$ cat config.mk
export PLATFORM = sky130hd
export DESIGN_NAME = fb_colpack
export DESIGN_NICKNAME = d
export VERILOG_FILES = /design/src/rtl/fcp_pkg.sv /design/src/rtl/fcp_addr_gen.sv /design/src/rtl/fcp_bit_pack.sv /design/src/rtl/fb_colpack.sv
export SDC_FILE = /design/constraint.sdc
export NUM_CORES = 1
export LEC_CHECK = 0
export ABC_AREA = 0
export BUFFER_PORTS_ARGS = -buffer_cell sky130_fd_sc_hd__buf_4
export CAP_MARGIN = 25
export CORE_ASPECT_RATIO = 2
export CORE_MARGIN = 3
export CORE_UTILIZATION = 50
export DETAILED_ROUTE_END_ITERATION = 12
export GPL_ROUTABILITY_DRIVEN = 0
export PLACE_DENSITY = 0.79
export SLEW_MARGIN = 30
export SYNTH_ARGS = -nofsm -noshare
export SYNTH_HDL_FRONTEND = slang
export SYNTH_SLANG_ARGS = --single-unit
$ cat constraint.sdc
create_clock -name clk -period 5.25 [get_ports clk]
set_clock_uncertainty 0.05 [all_clocks]
set_input_delay 1.05 -clock clk [delete_from_list [all_inputs] [get_ports clk]]
set_output_delay 1.05 -clock clk [all_outputs]
set_load 0.01 [all_outputs]
$ cat src/rtl/fcp_pkg.sv
package fcp_pkg;
  localparam int STRIP_H = 8;

  typedef struct packed {
    logic strip_end;
    logic frame_end;
  } rd_tag_t;
endpackage

$ cat src/rtl/fcp_addr_gen.sv
module fcp_addr_gen
  import fcp_pkg::*;
#(
  parameter int COLS   = 84,
  parameter int ROWS   = 48,
  parameter int ADDR_W = 12
) (
  input  logic              clk,
  input  logic              rst_n,
  input  logic              launch_i,
  input  logic              out_free_i,
  output logic              rd_o,
  output logic [ADDR_W-1:0] addr_o,
  output rd_tag_t           tag_o
);
  localparam int BANKS  = ROWS / STRIP_H;
  localparam int COL_W  = (COLS > 1) ? $clog2(COLS) : 1;
  localparam int BANK_W = (BANKS > 1) ? $clog2(BANKS) : 1;
  localparam int BIT_W  = $clog2(STRIP_H);

  logic [COL_W-1:0]  col_q,  col_n;
  logic [BANK_W-1:0] bank_q, bank_n;
  logic [BIT_W-1:0]  bit_q,  bit_n;
  logic              active_q, active_n;
  logic              bit_end, bank_end, col_end;
  logic [ADDR_W-1:0] row_w;

  assign bit_end  = (bit_q  == BIT_W'(STRIP_H - 1));
  assign bank_end = (bank_q == BANK_W'(BANKS - 1));
  assign col_end  = (col_q  == COL_W'(COLS - 1));

  // The eighth read of a strip waits until the output slot will be free
  assign rd_o = active_q && (!bit_end || out_free_i);

  assign row_w  = ADDR_W'(bank_q) * ADDR_W'(STRIP_H) + ADDR_W'(bit_q);
  assign addr_o = row_w * ADDR_W'(COLS) + ADDR_W'(col_q);

  assign tag_o.strip_end = bit_end;
  assign tag_o.frame_end = bit_end && bank_end && col_end;

  always_comb begin
    col_n    = col_q;
    bank_n   = bank_q;
    bit_n    = bit_q;
    active_n = active_q;
    if (launch_i) begin
      col_n    = '0;
      bank_n   = '0;
      bit_n    = '0;
      active_n = 1'b1;
    end else if (rd_o) begin
      if (!bit_end) begin
        bit_n = bit_q + 1'b1;
      end else begin
        bit_n = '0;
        if (!bank_end) begin
          bank_n = bank_q + 1'b1;
        end else begin
          bank_n = '0;
          if (!col_end) begin
            col_n = col_q + 1'b1;
          end else begin
            col_n    = '0;
            active_n = 1'b0;
          end
        end
      end
    end
  end

  always_ff @(posedge clk or negedge rst_n) begin
    if (!rst_n) begin
      col_q    <= '0;
      bank_q   <= '0;
      bit_q    <= '0;
      active_q <= 1'b0;
    end else begin
      col_q    <= col_n;
      bank_q   <= bank_n;
      bit_q    <= bit_n;
      active_q <= active_n;
    end
  end

  AST_ADDR_IN_FRAME: assert property (@(posedge clk) disable iff (!rst_n)
    rd_o |-> (int'(addr_o) < COLS * ROWS));
  AST_READS_BACK_TO_BACK: assert property (@(posedge clk) disable iff (!rst_n)
    (rd_o && !tag_o.strip_end) |=> active_q);
endmodule

$ cat src/rtl/fcp_bit_pack.sv
module fcp_bit_pack
  import fcp_pkg::*;
#(
  parameter int PIX_W = 16
) (
  input  logic             clk,
  input  logic             rst_n,
  input  logic             rd_i,
  input  rd_tag_t          tag_i,
  input  logic [PIX_W-1:0] data_i,
  input  logic             ready_i,
  output logic             valid_o,
  output logic [STRIP_H-1:0] byte_o,
  output logic             last_o
);
  logic                 ret_v_q;
  rd_tag_t              ret_tag_q;
  logic [STRIP_H-2:0]   acc_q, acc_n;
  logic [STRIP_H-1:0]   out_q, out_n;
  logic                 valid_q, valid_n;
  logic                 last_q, last_n;
  logic                 pix_on;
  logic                 load;

  assign pix_on = |data_i;
  assign load   = ret_v_q && ret_tag_q.strip_end;

  always_comb begin
    acc_n   = acc_q;
    out_n   = out_q;
    valid_n = valid_q;
    last_n  = last_q;
    if (valid_q && ready_i) valid_n = 1'b0;
    if (ret_v_q) begin
      if (load) begin
        out_n   = {pix_on, acc_q};
        valid_n = 1'b1;
        last_n  = ret_tag_q.frame_end;
      end else begin
        acc_n = {pix_on, acc_q[STRIP_H-2:1]};
      end
    end
  end

  always_ff @(posedge clk or negedge rst_n) begin
    if (!rst_n) begin
      ret_v_q   <= 1'b0;
      ret_tag_q <= '0;
      acc_q     <= '0;
      out_q     <= '0;
      valid_q   <= 1'b0;
      last_q    <= 1'b0;
    end else begin
      ret_v_q <= rd_i;
      if (rd_i) ret_tag_q <= tag_i;
      acc_q   <= acc_n;
      out_q   <= out_n;
      valid_q <= valid_n;
      last_q  <= last_n;
    end
  end

  assign valid_o = valid_q;
  assign byte_o  = out_q;
  assign last_o  = last_q;

  AST_NO_OVERRUN: assert property (@(posedge clk) disable iff (!rst_n)
    load |-> !valid_q);
  AST_HOLD_BYTE: assert property (@(posedge clk) disable iff (!rst_n)
    (valid_q && !ready_i) |=> (valid_q && $stable(out_q)));
endmodule

$ cat src/rtl/fb_colpack.sv
module fb_colpack
  import fcp_pkg::*;
#(
  parameter int COLS   = 84,
  parameter int ROWS   = 48,
  parameter int PIX_W  = 16,
  parameter int ADDR_W = $clog2(COLS * ROWS)
) (
  input  logic              clk,
  input  logic              rst_n,
  input  logic              start_i,
  output logic              mem_rd_o,
  output logic [ADDR_W-1:0] mem_addr_o,
  input  logic [PIX_W-1:0]  mem_data_i,
  output logic              byte_valid_o,
  output logic [7:0]        byte_data_o,
  input  logic              byte_ready_i,
  output logic              busy_o,
  output logic              done_o
);
  rd_tag_t rd_tag;
  logic    launch, out_free, last_byte, accept;
  logic    busy_q, busy_n, done_q, done_n;

  assign launch   = start_i && !busy_q;
  assign out_free = !byte_valid_o || byte_ready_i;
  assign accept   = byte_valid_o && byte_ready_i;

  fcp_addr_gen #(.COLS(COLS), .ROWS(ROWS), .ADDR_W(ADDR_W)) i_addr (
    .clk(clk), .rst_n(rst_n), .launch_i(launch), .out_free_i(out_free),
    .rd_o(mem_rd_o), .addr_o(mem_addr_o), .tag_o(rd_tag)
  );

  fcp_bit_pack #(.PIX_W(PIX_W)) i_pack (
    .clk(clk), .rst_n(rst_n), .rd_i(mem_rd_o), .tag_i(rd_tag),
    .data_i(mem_data_i), .ready_i(byte_ready_i), .valid_o(byte_valid_o),
    .byte_o(byte_data_o), .last_o(last_byte)
  );

  always_comb begin
    done_n = accept && last_byte;
    busy_n = busy_q;
    if (launch)      busy_n = 1'b1;
    else if (done_n) busy_n = 1'b0;
  end

  always_ff @(posedge clk or negedge rst_n) begin
    if (!rst_n) begin
      busy_q <= 1'b0;
      done_q <= 1'b0;
    end else begin
      busy_q <= busy_n;
      done_q <= done_n;
    end
  end

  assign busy_o = busy_q;
  assign done_o = done_q;

  AST_IDLE_QUIET: assert property (@(posedge clk) disable iff (!rst_n)
    !busy_q |-> (!mem_rd_o && !byte_valid_o));
  AST_DONE_SINGLE: assert property (@(posedge clk) disable iff (!rst_n)
    done_q |=> !done_q);
  AST_DONE_AFTER_ACCEPT: assert property (@(posedge clk) disable iff (!rst_n)
    done_q |-> $past(byte_valid_o && byte_ready_i));
endmodule

# Word-level counts from Yosys, hierarchy flattened
# Index checks and enable logic that the tools add are counted.
word_totals:
  romBits: 0
  inputBits: 20
  memories: 0
  output_inout_bits: 24
  ramBits: 0
  regBits: 36
  latch_bits: 0
op_classes:
  eq_ne: 3
  mux: 22
  shift: 0
  n_bitwise: 1
  reduce_logical: 23
  add_sub_neg: 5
  order_cmp: 0
  mul: 1
  div: 0
op_table:
  columns: ["op", "count"]
  rows:
  - ["7-bit two-way mux", 5]
  - ["3-bit two-way mux", 7]
  - ["16-bit OR reduction", 1]
  - ["12-bit by 7-bit adder with 12-bit output", 1]
  - ["12-bit by 5-bit multiplier with 10-bit output (second input constant)", 1]
  - ["1-bit two-way mux", 10]
  - ["2-bit nonzero test", 5]
  - ["6-bit by 3-bit adder with 7-bit output", 1]
  - ["7-bit by 1-bit adder with 7-bit output (second input constant)", 1]
  - ["7-bit == test (second input constant)", 1]
  - ["1-bit logical AND", 7]
  - ["3-bit by 1-bit adder with 3-bit output (second input constant)", 2]
  - ["3-bit == test (second input constant)", 2]
  - ["2-bit AND reduction", 3]
  - ["4-bit AND reduction", 1]
  - ["1-bit zero test", 3]
  - ["3-bit AND reduction", 1]
  - ["1-bit logical OR", 2]
  - ["1-bit NOT", 1]

# Logic depth before layout (Yosys ltp)
# Gate-level depths: netlist of the first run.
logic_depth:
  depth_word: 6
  depth_mapped: 10

# Hierarchy
# Synthesis of the first run repeated with hierarchy kept, for this count alone.
unflattened:
  cells_unflattened: 239
  area_unflattened_um2: 2482.4
modules_own_cells:
  columns: ["module", "n_inst", "area_each_um2", "cells_per_inst"]
  rows:
  - ["fcp_addr_gen", 1, 1586.5, 181]
  - ["fcp_bit_pack", 1, 809.5, 51]
  - ["fb_colpack", 1, 86.3, 7]

# Worst setup path before layout of the first run
# OpenSTA, ideal clock, no wires.
synth_path:
  kind: "reg-to-output"
  startpoint: "register i_addr.bit_q[1]"
  endpoint: "output port mem_addr_o[10]"
  path_stages_with_launch: 10
  path_buffers: 0
  slack_ps: 1439
  arrival_time_ps: 2711
  t_required_ps: 4150
  cell_sequence: "dfrtp_1 ha_1 ha_1 ha_1 ha_1 a41oi_2 nand2_2 xor2_1 o2111ai_2 xnor2_1"
synth_via:
  elab_chain_len: 3
synth_rtl:
  columns: ["element", "line", "rtl"]
  rows:
  - ["start, declared", "fcp_addr_gen.sv:23", "logic [BIT_W-1:0] bit_q, bit_n;"]
  - ["start signal, assigned", "fcp_addr_gen.sv:80", "bit_q <= bit_n;"]
  - ["6-bit by 3-bit adder with 7-bit output", "fcp_addr_gen.sv:35", "assign row_w = ADDR_W'(bank_q) * ADDR_W'(STRIP_H) + ADDR_W'(bit_q);"]
  - ["12-bit by 5-bit multiplier with 10-bit output", "fcp_addr_gen.sv:36", "assign addr_o = row_w * ADDR_W'(COLS) + ADDR_W'(col_q);"]
  - ["12-bit by 7-bit adder with 12-bit output", "fcp_addr_gen.sv:36", null]
  - ["end, declared", "fb_colpack.sv:13", "output logic [ADDR_W-1:0] mem_addr_o,"]
# Every way passes these cells.

# Worst setup path after layout of the first run
# Ends and elaborated chain as after synthesis.

==> results by group, run 1 <==
Cells and area
  • Register area: 901 um^2
  • # fillers: 377
  • Util after Layout: 62.8%
  • Syn-to-layout area delta: 20.4%
  • Nets: 309
  • Share of cells above drive strength 1: 29.3%
  • Multi-input combinational cell area: 1310 um^2
  • Final Non-Filler Cells: 317
  • N_diodes: 0

Worst setup path
  • Maximum fanout along the worst path: 6
  • Crit path required time: 4.15 ns
  • Setup CP Type: flip-flop to output pin
  • CP Launch Type: flip-flop
  • Reg-to-Reg Start: i_addr.bit_q[1]$_DFFE_PN0P_
  • Critical path arrival: 3.38 ns
  • Crit. End Element: output pin
  • Critical R2R Capture: i_addr.col_q[2]$_DFFE_PN0P_
  • R2R Setup Slk: 3.20 ns
  • R2R cell count: 6

Route
  • Initial DRC Count: 38
  • Antenna viol nets, final: 0
  • Pre-antenna DRT Iters: 4
  • DR WL/cell: 14.5 um
  • Final wirelength: 4600 um
  • Via count: 1784
  • DRC: 0
  • Vias/cell: 5.63

CTS
  • Post-CTS Setup Inserts: 0
  • Num CTS Buffers: 5
  • Clk pin slew, worst setup/hold paths: 0.07 ns
  • Post-cts sizing count: 0
  • CTS tree: built
  • Post-CTS Hold Fix Bufs: 0
  • Htree depth: 2
  • Clock buffer depth: 2
  • Clk Tree Root Cell: clkbuf_8
  • Clock sink total: 36
  • Clk_lat worst skew: 0.28 ns

Synth
  • Seq/Total Area, Yosys: 39.4%
  • Number of synthesized flops with an enable pin: 0
  • Cell taking the most area after synthesis: dfrtp_1
  • Netlist cell types: 45
  • Synthesis warning total: 0
  • Mapped Nets: 265
  • Syn Inst Count: 218
  • Synth top area cells: dfrtp_1, ha_1, mux2_2
  • Fraction of registers with async set/reset: 100%
  • Avg Inst Size Synth: 10.5 um^2
  • Most used DFF post-synth: dfrtp_1
  • Yosys top cell area share: 39.4%
  • Yosys reg bits: 36
  • Mapped Area: 2290 um^2

Timing
  • TNS Setup: 0 ns
  • Fin worst setup slack: 0.767 ns
  • Fmax: 223 MHz
  • Slew Limit Fails: 0
  • Rel. slew slack: 54.3%
  • Worst slew pin tran: 0.680 ns
  • Tcrit/Tclk final: 85.4%
  • Final Setup Violations: 0
  • Fin crit period: 4.48 ns
  • RSZ-0062 raised after global routing: false
  • Final Hold Vio Count: 0

Die
  • Die Width: 53.8 um
  • I/O pin count: 44
  • DIE AREA: 5470 um^2
  • Chip Height: 102 um
  • Num rows: 34
  • CORE AREA: 4380 um^2
  • Starting Density: 52.2%

GRT
  • Pin count of the biggest net entering global routing: 37
  • GR Overflow Total: 0
  • Total GRT Usage: 19.2%
  • Initial antenna violation count: 0
  • Vias in the first global route: 1850
  • First-pass GRT wire length: 7780 um

Power and ir drop
  • Cell Pwr Density: 692 nW/um^2
  • Leak Pwr: 0.00136 uW
  • Worst vdd ir: 0.513 mV

Placed design
  • Dpl cells: 309
  • Port bufs: 43
  • Dpl hpwl: 3750 um
  • Worst slack, placed: 1.07 ns

Run status
  • Status: complete, no violations

Worst hold path
  • Worst Hold End: i_pack.ret_tag_q[1]$_DFFE_PN0P_
  • Worst Hold Class: flip-flop to flip-flop
  • Hold path depth: 1
  • Worst Hold Launch: i_pack.ret_tag_q[1]$_DFFE_PN0P_

Flow run
  • Number of max-cap violations: 0
==> where the power goes <==
group | leakage [uW] | switching, uW | internal [uW] | total, uW
clock | 0.0000552 | 95.4 | 141 | 236
sequential | 0.000445 | 78.6 | 359 | 437
combinational | 0.000860 | 631 | 602 | 1230
==> Yosys cell counts, types with 4 or more instances <==
cell	instances
inv_1	10
nor2_1	12
dfrtp_1	36
nor3_1	4
and2_1	4
and3_1	5
xor2_1	5
ha_1	26
nand2_1	17
xnor2_1	11
a21oi_1	12
nor4_1	4
mux2_2	13
o21ai_0	11
==> flip-flops by register name (all words and copies together), names as in the netlist <==
name,cells
i_pack.byte_o,8
i_addr.col_q,7
i_pack.acc_q,7
i_addr.bank_q,3
i_addr.bit_q,3
i_pack.ret_tag_q,2
busy_o,1
done_o,1
i_addr.active_q,1
i_pack.last_o,1
i_pack.ret_v_q,1
i_pack.valid_o,1
==> per-stage QoR <==
step	hold slack [ns]	instance area (um^2)	power, uW
2_1_floorplan	0.393	2290	1270
3_3_place_gp	0.420	2640	1670
3_5_place_dp	0.444	2650	1690
4_1_cts	0.462	2750	1930
5_1_grt	0.473	2750	2070
6_report	0.456	2750	1910
==> cells by family (layout without fill, tap and decap cells) <==
family	count (synthesis)	count (layout)	share of synthesized area (%)
buf+inv	17	62	3.28
xor+xnor	17	17	6.84
fa+ha+maj	27	27	15.1
flops	36	36	39.4
simple gates	67	67	16.0
mux	13	13	6.40
compound gates	41	41	13.0
==> worst max path at each step <==
stage / from / to / slack, ns / cells after the start
global route: i_addr.bit_q[1]$_DFFE_PN0P_ / mem_addr_o[10] / 0.61 / 10
CTS: i_addr.bit_q[1]$_DFFE_PN0P_ / mem_addr_o[10] / 0.74 / 10
global placement: i_addr.bit_q[1]$_DFFE_PN0P_ / mem_addr_o[10] / 1.05 / 10
floorplan: i_addr.bit_q[1]$_DFFE_PN0P_ / mem_addr_o[10] / 1.44 / 9
detailed placement: i_addr.bit_q[1]$_DFFE_PN0P_ / mem_addr_o[10] / 1.07 / 10
finish: i_addr.bit_q[1]$_DFFE_PN0P_ / mem_addr_o[10] / 0.77 / 10
==> routing by layer <==
| layer | vias up | global-route usage (%) | share of wire [%] |
|---|---|---|---|
| met5 | - | 0 | 0 |
| met4 | 0 | 9.25 | 1.7 |
| met2 | 41 | 37.8 | 61 |
| met3 | 6 | 2.80 | 2.9 |
| li1 | 863 | - | - |
| met1 | 874 | 17.6 | 34 |
==> cell type report <==
cell class | count | share of cell area [%]
tap | 54 | 2.45
timing repair buffer | 43 | 11.7
inverter | 11 | 1.50
multi-input combinational | 165 | 47.7
clock buffer | 6 | 2.64
sequential | 36 | 32.7
clock inverter | 2 | 1.27
==> placed cells by master (no fill, tap or decap), types with 4 or more instances in the layout <==
cell	netlist	final
buf_4	3	43
dfrtp_1	36	36
ha_1	26	26
nand2_1	17	17
mux2_2	13	13
nor2_1	12	12
a21oi_1	12	12
xnor2_1	11	11
o21ai_0	11	11
inv_1	10	10
xor2_1	5	5
and3_1	5	5
clkbuf_8	0	5
and2_1	4	4
nor3_1	4	4
nor4_1	4	4
==> critical path, cell delays in order (launching register included) <==
cell,delay [ns]
dfrtp_1,0.48
ha_1,0.34
ha_1,0.34
ha_1,0.31
ha_1,0.38
a41oi_2,0.23
nand2_2,0.12
xor2_1,0.39
o2111ai_2,0.20
xnor2_1,0.18
buf_4,0.14
No activity file was read; power rests on OpenSTA's default activity.
==> run 2: changes to the inputs <==
- PLACE_DENSITY: 0.79 -> 0.78
==> run 2 against run 1 <==
First-iteration DRC count is 66% lower. Worst hold slack worse by 0.011 ns. Via count decreased by 1.3%. Sequential cell count unchanged. Routed wire length is 2.2% lower. Clock power decreased by 21%. Fmax rose by 0.15%. Final area decreased by 0.73%. Largest power group unchanged.
==> results by group, run 2 (same netlist as run 1, synthesis figures left out) <==
Route
  • Antenna viol nets, final: 0
  • DR WL/cell: 14.2 um
  • Vias/cell: 5.56
  • Final wirelength: 4500 um
  • DRC: 0
  • Initial DRC Count: 13
  • Via count: 1761
  • Pre-antenna DRT Iters: 4

Flow run
  • Number of max-cap violations: 0

Power and ir drop
  • Cell Pwr Density: 681 nW/um^2
  • Internal power: 1060 uW
  • Clock power share: 10.0%
  • Leak Pwr: 0.00135 uW
  • Sw Ratio: 43.3%
  • P_sw: 805 uW
  • Logic pwr share: 66.7%
  • Flop pwr share: 23.3%
  • Worst vdd ir: 0.547 mV

Cells and area
  • Util after Layout: 62.4%
  • Design area: 2730 um^2
  • Most frequent cells in the layout: buf_4, dfrtp_1, ha_1
  • Largest register FFs: 8
  • Nets: 309
  • Share of cells above drive strength 1: 29.7%
  • Syn-to-layout area delta: 19.5%
  • Most common cell after layout, fill and taps aside: buf_4
  • N_diodes: 0
  • # fillers: 381

Timing
  • Final Hold Slack: 0.444 ns
  • Fin crit period: 4.48 ns
  • TNS Setup: 0 ns
  • Tcrit/Tclk final: 85.3%
  • Slew Limit Fails: 0
  • Final Hold Vio Count: 0
  • Fmax: 223 MHz
  • Final Setup Violations: 0
  • Rel. slew slack: 55.8%
  • Worst slew pin tran: 0.657 ns
  • RSZ-0062 raised after global routing: false

Worst hold path
  • Hold path depth: 2
  • Worst Hold Class: flip-flop to flip-flop
  • Worst Hold End: i_pack.byte_o[7]$_DFFE_PN0P_
  • Worst Hold Launch: i_pack.byte_o[7]$_DFFE_PN0P_

Placed design
  • Port bufs: 43
  • Dpl hpwl: 3710 um
  • Placed Area: 2650 um^2

CTS
  • Num CTS Buffers: 5
  • CTS tree: built
  • Post-CTS Hold Fix Bufs: 0
  • Clock buffer depth: 2
  • Htree depth: 2
  • Clk_lat worst skew: 0.28 ns
  • Post-cts sizing count: 0
  • Clk Tree Root Cell: clkbuf_8
  • Post-CTS Setup Inserts: 0
  • Clk pin slew, worst setup/hold paths: 0.07 ns
  • Clock sink total: 36

Die
  • Die Width: 53.8 um
  • DIE AREA: 5470 um^2
  • Starting Density: 52.2%
  • CORE AREA: 4380 um^2
  • I/O pin count: 44
  • Num rows: 34
  • Chip Height: 102 um

Worst setup path
  • Critical R2R Capture: i_addr.col_q[2]$_DFFE_PN0P_
  • Reg-to-Reg Start: i_addr.bit_q[1]$_DFFE_PN0P_
  • Setup CP Type: flip-flop to output pin
  • Crit path required time: 4.15 ns
  • Crit. End Element: output pin
  • R2R cell count: 6
  • Critical path arrival: 3.38 ns
  • Maximum fanout along the worst path: 6
  • R2R Setup Slk: 3.16 ns
  • CP Launch Type: flip-flop

GRT
  • First-pass GRT wire length: 7730 um
  • GR Overflow Total: 0
  • Vias in the first global route: 1840
  • Total GRT Usage: 19.0%
  • Pin count of the biggest net entering global routing: 37
  • Initial antenna violation count: 0

Run status
  • Status: complete, no violations
## run 2: power by group through the flow
stage / Combinational (uW) / Sequential, uW / Clock [uW]
after detailed placement: 1250 / 440 / 0
after global placement: 1230 / 436 / 0
after floorplan: 833 / 435 / 0
after global routing: 1370 / 451 / 203
final: 1240 / 433 / 186
after CTS: 1250 / 436 / 192
## run 2: area by class of cell
type / count / area, um^2 / share of cell area (%)
timing repair buffer: 43 / 323 / 11.8
tap: 54 / 67.6 / 2.47
inverter: 11 / 41.3 / 1.51
sequential: 36 / 901 / 33.0
multi-input combinational: 165 / 1310 / 48.0
clock buffer: 5 / 68.8 / 2.52
clock inverter: 3 / 18.8 / 0.687
## run 2: stage by stage
stage | setup slack [ns] | instances | total power (uW)
after floorplan | 1.44 | 218 | 1270
after global placement | 1.11 | 309 | 1660
after detailed placement | 1.09 | 309 | 1690
after CTS | 0.761 | 317 | 1880
after global routing | 0.598 | 317 | 2020
final | 0.773 | 317 | 1860
## run 2: worst max-delay path: stages, from the launching register on
cell and delay [ns]:
dfrtp_1 0.47, ha_1 0.33, ha_1 0.35, ha_1 0.33
ha_1 0.39, a41oi_2 0.24, nand2_2 0.12, xor2_1 0.37
o2111ai_2 0.19, xnor2_1 0.17, buf_4 0.14
## run 2: worst max-delay path by stage
stage / startpoint / end / slack (ns) / cells past startpoint
after floorplan: i_addr.bit_q[1]$_DFFE_PN0P_ / mem_addr_o[10] / 1.44 / 9
final: i_addr.bit_q[1]$_DFFE_PN0P_ / mem_addr_o[10] / 0.77 / 10
after global routing: i_addr.bit_q[1]$_DFFE_PN0P_ / mem_addr_o[10] / 0.60 / 10
after CTS: i_addr.bit_q[1]$_DFFE_PN0P_ / mem_addr_o[10] / 0.76 / 10
after global placement: i_addr.bit_q[1]$_DFFE_PN0P_ / mem_addr_o[10] / 1.11 / 10
after detailed placement: i_addr.bit_q[1]$_DFFE_PN0P_ / mem_addr_o[10] / 1.09 / 10
## run 2: per-layer routing
layer | vias up | track usage, % | part of all wire [%]
li1 | 868 | - | -
met1 | 839 | 17.0 | 33
met2 | 42 | 37.6 | 61
met3 | 12 | 2.50 | 3.1
met4 | 0 | 9.45 | 2.8
met5 | - | 0 | 0
